[src/rtl/ibb_pkg.sv]
package ibb_pkg;
  localparam int unsigned WORD_W = 32;
  localparam int unsigned ADDR_W = 8;
  localparam int unsigned BYTE_W = 8;

  // control word bit positions
  localparam int unsigned ADDR_LSB  = 0;
  localparam int unsigned WDATA_LSB = 8;
  localparam int unsigned DIR_BIT   = 16;
  localparam int unsigned BUSY_BIT  = 23;
  localparam int unsigned RDATA_LSB = 24;

  typedef struct packed {
    logic              wr;
    logic [BYTE_W-1:0] wdata;
    logic [ADDR_W-1:0] addr;
  } ibb_req_t;

  function automatic ibb_req_t unpack_word(input logic [WORD_W-1:0] w);
    ibb_req_t r;
    r.addr  = w[ADDR_LSB  +: ADDR_W];
    r.wdata = w[WDATA_LSB +: BYTE_W];
    r.wr    = w[DIR_BIT];
    return r;
  endfunction
endpackage

[src/rtl/ibb_regfile.sv]
module ibb_regfile
  import ibb_pkg::*;
#(
  parameter int unsigned NUM_REGS = 16
) (
  input  logic              clk_i,
  input  logic              rst_ni,
  input  logic              we_i,
  input  logic [ADDR_W-1:0] addr_i,
  input  logic [BYTE_W-1:0] wdata_i,
  output logic [BYTE_W-1:0] rdata_o
);
  localparam logic [ADDR_W:0] LIMIT = (ADDR_W+1)'(NUM_REGS);

  logic [NUM_REGS-1:0][BYTE_W-1:0] regs_q;
  logic hit;

  assign hit = {1'b0, addr_i} < LIMIT;

  for (genvar g = 0; g < NUM_REGS; g++) begin : g_reg
    always_ff @(posedge clk_i or negedge rst_ni) begin
      if (!rst_ni) regs_q[g] <= '0;
      else if (we_i && hit && (addr_i == ADDR_W'(g))) regs_q[g] <= wdata_i;
    end
  end

  always_comb begin
    rdata_o = '0;
    for (int i = 0; i < NUM_REGS; i++)
      if (addr_i == ADDR_W'(i)) rdata_o = regs_q[i];
  end

  AST_UNIMPL_NO_WRITE: assert property (@(posedge clk_i) disable iff (!rst_ni)
    (we_i && !hit) |=> $stable(regs_q));
  AST_IDLE_NO_CHANGE: assert property (@(posedge clk_i) disable iff (!rst_ni)
    !we_i |=> $stable(regs_q));
endmodule

[src/rtl/ibb_ctrl.sv]
module ibb_ctrl
  import ibb_pkg::*;
#(
  parameter int unsigned LATENCY = 3
) (
  input  logic              clk_i,
  input  logic              rst_ni,
  input  logic              host_we_i,
  input  logic [WORD_W-1:0] host_wdata_i,
  input  logic [BYTE_W-1:0] rf_rdata_i,
  output logic              rf_we_o,
  output ibb_req_t          req_o,
  output logic              busy_o,
  output logic [BYTE_W-1:0] rd_byte_o
);
  localparam int unsigned CNT_W = $clog2(LATENCY + 1);
  localparam logic [CNT_W-1:0] CNT_LOAD = CNT_W'(LATENCY - 1);

  ibb_req_t          req_q;
  logic              busy_q;
  logic [CNT_W-1:0]  cnt_q;
  logic [BYTE_W-1:0] rd_q;
  logic              start, done;

  assign start = host_we_i && !busy_q;
  assign done  = busy_q && (cnt_q == '0);

  always_ff @(posedge clk_i or negedge rst_ni) begin
    if (!rst_ni) begin
      req_q  <= '0;
      busy_q <= 1'b0;
      cnt_q  <= '0;
    end else if (start) begin
      req_q  <= unpack_word(host_wdata_i);
      busy_q <= 1'b1;
      cnt_q  <= CNT_LOAD;
    end else if (done) begin
      busy_q <= 1'b0;
    end else if (busy_q) begin
      cnt_q  <= cnt_q - 1'b1;
    end
  end

  // read byte captured only on read completion
  always_ff @(posedge clk_i or negedge rst_ni) begin
    if (!rst_ni) rd_q <= '0;
    else if (done && !req_q.wr) rd_q <= rf_rdata_i;
  end

  assign rf_we_o   = done && req_q.wr;
  assign req_o     = req_q;
  assign busy_o    = busy_q;
  assign rd_byte_o = rd_q;

  AST_START_BUSY: assert property (@(posedge clk_i) disable iff (!rst_ni)
    start |=> busy_q);
  AST_CNT_RANGE: assert property (@(posedge clk_i) disable iff (!rst_ni)
    busy_q |-> (cnt_q <= CNT_LOAD));
  AST_BUSY_REQ_STABLE: assert property (@(posedge clk_i) disable iff (!rst_ni)
    (busy_q && host_we_i) |=> $stable(req_q));
  AST_RD_HOLD: assert property (@(posedge clk_i) disable iff (!rst_ni)
    !(done && !req_q.wr) |=> $stable(rd_q));
  AST_WE_ONLY_DONE: assert property (@(posedge clk_i) disable iff (!rst_ni)
    rf_we_o |=> !busy_o);
endmodule

[src/rtl/ibb_top.sv]
module ibb_top
  import ibb_pkg::*;
#(
  parameter int unsigned NUM_REGS = 16,
  parameter int unsigned LATENCY  = 3
) (
  input  logic        clk_i,
  input  logic        rst_ni,
  input  logic        host_we_i,
  input  logic [31:0] host_wdata_i,
  output logic [31:0] host_rdata_o
);
  ibb_req_t          req;
  logic              rf_we, busy;
  logic [BYTE_W-1:0] rf_rdata, rd_byte;

  ibb_ctrl #(.LATENCY(LATENCY)) i_ctrl (
    .clk_i        (clk_i),
    .rst_ni       (rst_ni),
    .host_we_i    (host_we_i),
    .host_wdata_i (host_wdata_i),
    .rf_rdata_i   (rf_rdata),
    .rf_we_o      (rf_we),
    .req_o        (req),
    .busy_o       (busy),
    .rd_byte_o    (rd_byte)
  );

  ibb_regfile #(.NUM_REGS(NUM_REGS)) i_regfile (
    .clk_i   (clk_i),
    .rst_ni  (rst_ni),
    .we_i    (rf_we),
    .addr_i  (req.addr),
    .wdata_i (req.wdata),
    .rdata_o (rf_rdata)
  );

  always_comb begin
    host_rdata_o = '0;
    host_rdata_o[ADDR_LSB  +: ADDR_W] = req.addr;
    host_rdata_o[WDATA_LSB +: BYTE_W] = req.wdata;
    host_rdata_o[DIR_BIT]             = req.wr;
    host_rdata_o[BUSY_BIT]            = busy;
    host_rdata_o[RDATA_LSB +: BYTE_W] = rd_byte;
  end

  AST_READ_DONE_IDLE: assert property (@(posedge clk_i) disable iff (!rst_ni)
    $fell(busy) |-> !host_rdata_o[BUSY_BIT]);
endmodule

[config.mk]
export PLATFORM = sky130hd
export DESIGN_NAME = ibb_top
export DESIGN_NICKNAME = d
export VERILOG_FILES = /design/src/rtl/ibb_pkg.sv /design/src/rtl/ibb_regfile.sv /design/src/rtl/ibb_ctrl.sv /design/src/rtl/ibb_top.sv
export SDC_FILE = /design/constraint.sdc
export NUM_CORES = 1
export LEC_CHECK = 0
export BUFFER_PORTS_ARGS = -buffer_cell sky130_fd_sc_hd__buf_2
export CAP_MARGIN = 25
export CORE_ASPECT_RATIO = 1.2
export CORE_MARGIN = 2
export CORE_UTILIZATION = 45
export CTS_BUF_LIST = sky130_fd_sc_hd__clkbuf_16
export CTS_CLUSTER_DIAMETER = 120
export CTS_CLUSTER_SIZE = 10
export DETAILED_ROUTE_END_ITERATION = 10
export GPL_TIMING_DRIVEN = 0
export HOLD_SLACK_MARGIN = 0.15
export PLACE_DENSITY_LB_ADDON = 0.3
export SYNTH_ARGS = -nofsm -noshare
export SYNTH_HDL_FRONTEND = slang
export SYNTH_SLANG_ARGS = --single-unit
[constraint.sdc]
create_clock -name clk_i -period 2.6 [get_ports clk_i]
set_input_delay 0.26 -clock clk_i [delete_from_list [all_inputs] [get_ports clk_i]]
set_output_delay 0.26 -clock clk_i [all_outputs]
set_load 0.02 [all_outputs]
# Word level (Yosys, flattened, before mapping)
# Index checks and enable logic that the tools add are counted.
word_totals:
  register_bits: 156
  in_bits: 35
  output_inout_bits: 32
classes:
  n_addsub: 1
  n_lt_le_gt_ge: 1
  eq_ne: 16
  muxes: 21
  n_reduce_logical: 28
ops:
  columns: ["cell", "count"]
  rows:
  - ["two-way mux 8 bit", 16]
  - ["== test 8 x 4 -> 1 bit (second input constant)", 8]
  - ["== test 8 x 3 -> 1 bit (second input constant)", 4]
  - ["logical AND 1 bit", 21]
  - ["== test 8 x 2 -> 1 bit (second input constant)", 2]
  - ["== test 8 x 1 -> 1 bit (second input constant)", 1]
  - ["zero test 8 bit", 1]
  - ["< comparator 8 x 5 -> 1 bit (second input constant)", 1]
  - ["two-way mux 2 bit", 3]
  - ["nonzero test 2 bit", 2]
  - ["zero test 1 bit", 2]
  - ["zero test 2 bit", 1]
  - ["two-way mux 1 bit", 2]
  - ["inequality test 2 x 1 -> 1 bit (second input constant)", 1]
  - ["AND reduction 2 bit", 1]
  - ["subtractor 2 x 1 -> 2 bit (second input constant)", 1]

# Logic depth before layout (Yosys ltp)
logic_depth:
  depth_word: 17
  ltp_mapped: 8

# By module
# A second synthesis with hierarchy kept.
hier_totals:
  cells_unflattened: 568
  hier_area_um2: 7604.8
by_module_without_submodules:
  columns: ["module", "n_inst", "cells_per_inst", "area_each_um2"]
  rows:
  - ["ibb_regfile", 1, 492, 6408.6]
  - ["ibb_ctrl", 1, 68, 1139.8]
  - ["ibb_top", 1, 8, 56.3]

# Least setup slack after synthesis
# Ideal clock, no wire load.
synth_timing:
  path_kind: "reg2reg"
  start: "register i_ctrl.req_q (netlist bit i_ctrl.req_o[7])"
  end: "register i_regfile.regs_q[88] (netlist bit)"
  arrival_time_ps: 2115
  required_ps: 2475
  path_slack_ps: 360
  path_stages_with_launch: 6
  period_less_slack_ps: 2240
  cell_sequence: "dfrtp_1 -> or4_1 -> or2_1 -> buf_6 -> nor3_4 -> mux2_2"
synth_between:
  elab_chain_len: 3
synth_rtl:
  columns: ["element", "line_no", "rtl"]
  rows:
  - ["start, declared", "ibb_ctrl.sv:19", "ibb_req_t req_q;"]
  - ["start signal, assigned", "ibb_ctrl.sv:34", "req_q <= unpack_word(host_wdata_i);"]
  - ["< comparator 8 x 5 -> 1 bit", "ibb_regfile.sv:18", "assign hit = {1'b0, addr_i} < LIMIT;"]
  - ["logical AND 1 bit", "ibb_regfile.sv:23", "else if (we_i && hit && (addr_i == ADDR_W'(g))) regs_q[g] <= wdata_i;"]
  - ["logical AND 1 bit (*)", "ibb_regfile.sv:23", null]
  - ["end signal, assigned by index", "ibb_regfile.sv:23", null]
  - ["end, declared", "ibb_regfile.sv:15", "logic [NUM_REGS-1:0][BYTE_W-1:0] regs_q;"]
# Mark *: on every way between the ends. The rest lies on a longest branch, timed or not.
# A chain may end at the register's enable or synchronous reset.

# Worst setup path in the final report
layout_timing:
  start: "register i_ctrl.req_q (netlist bit i_ctrl.req_o[7])"
  end: "register i_regfile.regs_q[18] (netlist bit)"
# Same word-level chain as after synthesis.

==> key figures <==
Status
  • Status: complete, no violations

Timing
  • Achievable Freq: 404 MHz
  • Slew Viols, Final: 0
  • Final hold violation count: 0
  • Final setup vio count: 0
  • Final Critical Period: 2.48 ns
  • RSZ-0062 raised after global routing: no
  • Final Cycle Share: 95.3%
  • Final WS setup: 0.123 ns
  • Relative slew margins: 44.0%
  • Hold slack: 0.182 ns
  • Final Skew: 0.00524 ns
  • Least-Margin Pin Slew: 0.840 ns

Floorplanning
  • Starting Density: 46.0%
  • Horiz. Die Dim: 121 um
  • Die area: 17600 um2
  • I/O Pins: 67
  • Die Ht: 145 um
  • Area of the core: 16200 um2
  • Cell row count: 51

Power
  • Static Leak: 0.00429 uW
  • Worst VDD drop: 0.000510 V
  • Power Dens Cells: 980 nW/um2

Global routing
  • Global-route wire length before repair: 31700 um
  • Initial antenna violation count: 0
  • Largest net degree at the start of global routing: 90
  • GRT Resource Usage Total: 24.5%
  • Number of global-route vias before repair: 5490
  • GRT overflow: 0

Finish
  • Layout cells sized above 1: 43.5%
  • Antenna cells: 0
  • Area grow syn2layout: 20.5%
  • Finished Layout Cells: 894
  • Net count reported at finish: 705

Worst setup path
  • Reg-to-Reg Start: i_ctrl.req_o[7]$_DFFE_PN0P_
  • CP max stage delay: 0.62 ns
  • WP buf/inv: 2
  • CP endpoint kind: flip-flop
  • CP Cell Sequence: or4_1, buf_4, nor3_4, buf_4, nand3_2, mux2_2
  • Worst setup SP type: flip-flop
  • Worst R2R End: i_regfile.regs_q[18]$_DFFE_PN0P_
  • Most frequent CP cell: buf_4
  • Critical Path RT: 2.92 ns
  • Worst Path Max Fanout: 10
  • Worst setup path start: i_ctrl.req_o[7]$_DFFE_PN0P_
  • Slowest-stage cell, CP: or4_1
  • WP data arrival: 2.80 ns
  • CP top delay family: simple AND/OR/NAND/NOR gates
  • Cell count along the critical path: 6
  • Flop2flop setup slack: 0.12 ns
  • WS Path Type: reg -> reg
  • R2R cell count: 6
  • CP endpoint: i_regfile.regs_q[18]$_DFFE_PN0P_

Placed design
  • GPL Wtd Cong: 0.906
  • DP Worst Slack: -0.362 ns
  • Port Buffers: 45
  • Hpwl dp: 13600 um
  • Placed Cells: 831

Hold path
  • Hold Crit Class: in -> reg

Clocking
  • Sink Count: 156
  • Total CTS buffers: 17
  • Bufs on Longest Clock Path: 2
  • Clock slew at the register clock pins of the worst setup and hold paths: 0.06 ns
  • CTS tree: done
  • Latest clock arrival within the worst-skew pair: 0.44 ns
  • Clk root buf: clkbuf_16
  • H-tree depth: 4

Routing
  • Vias post-DR: 5202
  • DRT antenna net count: 0
  • Drt first pass iters: 5
  • DR iter-0 viols: 494
  • Final wirelength: 20200 um
  • WL/cell: 22.6 um
  • DRC viols: 0
  • Vias per cell: 5.82

Synthesis
  • Synthesis Warnings: 0
  • Ys flop type: dfrtp_1
  • EDFF count, synth: 0
  • Mapped Avg Cell Area: 13.1 um2
  • Async set or reset register ratio after synthesis: 100%
  • Syn Std Cell Area: 7450 um2
  • Sequential share of the synthesized area: 52.4%
  • Mapped Cells: 568
  • Distinct cells, synth: 59
  • FF+latch count, synth: 156

Flow run
  • Max-Cap Viols: 0
-- repair_timing --
| action | CTS | global route |
|---|---|---|
| pin swaps | 3 | 7 |
| endpoints found under the hold margin | 84 | 0 |
| endpoints found under the setup margin | 88 | 71 |
| gates resized for setup | 7 | 9 |
| gates cloned | 0 | 0 |
| buffers inserted | 5 | 9 |
| hold buffers | 18 | 0 |
-- synth_stat cells (4+ instances only) --
master | n | area share [%]
nor2b_1 | 6 | 0.50
clkbuf_1 | 19 | 0.96
buf_1 | 5 | 0.25
o221ai_1 | 6 | 0.71
mux2i_1 | 12 | 1.6
nor3_4 | 8 | 1.7
buf_4 | 9 | 0.91
mux2_2 | 149 | 23
o32ai_1 | 4 | 0.47
dfrtp_1 | 156 | 52
o22ai_1 | 14 | 1.2
nand2b_1 | 8 | 0.67
a211oi_1 | 4 | 0.40
inv_1 | 6 | 0.30
o21ai_0 | 16 | 1.1
nor2_1 | 26 | 1.3
nand2_1 | 19 | 0.96
buf_2 | 8 | 0.54
a221oi_1 | 4 | 0.47
a21oi_1 | 12 | 0.81
o31ai_1 | 5 | 0.50
mux4_2 | 7 | 2.1
a22oi_1 | 4 | 0.40
o2bb2ai_1 | 6 | 0.71
-- layout make-up --
cell class	count	area, um2
inverters	7	27.5
fillers	1348	7230
clock buffers	17	425
multi-input cells	368	3350
plain buffers	41	215
flip-flops and latches	156	3900
well taps	212	265
clock inverters	15	196
repair buffers	78	594
-- layer usage --
metal  vias up  global-route usage (%)  share of wire [%]
li1       2285                       -                  -
met1      2692                    30.6                 41
met2       175                    39.6                 49
met3        50                    4.76                5.2
met4         0                    13.4                4.2
met5         -                       0                  0
-- flip-flops by register name, indices dropped and copies added, names as in the netlist --
register,count
i_regfile.regs_q,128
i_ctrl.req_o,17
i_ctrl.rd_byte_o,8
i_ctrl.cnt_q,2
i_ctrl.busy_o,1
-- worst min-delay path by stage --
stage / from / endpoint / slack, ns / cells past startpoint
2_1_floorplan: rst_ni / i_ctrl.busy_o$_DFFE_PN0P_ / -0.04 / 0
3_3_place_gp: i_regfile.regs_q[93]$_DFFE_PN0P_ / i_regfile.regs_q[93]$_DFFE_PN0P_ / 0.47 / 1
3_5_place_dp: rst_ni / i_ctrl.req_o[5]$_DFFE_PN0P_ / 0.31 / 1
4_1_cts: host_we_i / i_ctrl.cnt_q[1]$_DFFE_PN0P_ / 0.16 / 3
5_1_grt: host_we_i / i_ctrl.cnt_q[1]$_DFFE_PN0P_ / 0.21 / 3
6_report: host_we_i / i_ctrl.cnt_q[1]$_DFFE_PN0P_ / 0.18 / 3
-- layout by cell type, fill, tap and decap left out, drive strengths merged, types with 8 or more instances in the layout --
cell type | netlist | layout
dlygate4sd3 | 0 | 18
clkbuf | 19 | 36
nand2b | 8 | 8
dfrtp | 156 | 156
o21ai | 16 | 16
nor3 | 11 | 11
o22ai | 14 | 14
mux2 | 152 | 152
nor2 | 32 | 32
buf | 23 | 82
a21oi | 12 | 12
nand2 | 22 | 22
inv | 6 | 8
mux2i | 12 | 12
-- worst min-delay path: cells and delay by family --
| family | cells | cell delay, ns |
|---|---|---|
| AO/OA/AOI/OAI | 1 | 0.17 |
| AND/OR/NAND/NOR | 1 | 0.05 |
| buffers and inverters | 1 | 0.08 |
-- cell families after synthesis --
logic type	share of synthesized area, %
AOI/OAI and AO/OA	8.77
adders and majority gates	0.168
buffers and inverters	3.16
DFF	52.4
muxes	26.7
other	0.0503
and+or+nand+nor	8.74
-- metrics by stage --
| stage | total power [uW] | util, % | setup TNS [ns] | instance area, um2 |
|---|---|---|---|---|
| after CTS | 8780 | 54.7 | 0 | 8860 |
| after global routing | 9170 | 55.4 | 0 | 8980 |
| after global placement | 6020 | 49.1 | -146.34 | 7960 |
| after detailed placement | 6110 | 49.3 | -9.39 | 7990 |
| final | 8800 | 55.4 | 0 | 8980 |
| after floorplan | 4990 | - | 0 | 7470 |
-- where the power goes --
| part | switching [uW] | internal, uW |
|---|---|---|
| clock network | 1020 | 1600 |
| logic | 2030 | 1040 |
| registers | 362 | 2740 |
Power figures use the tool's default switching activity.
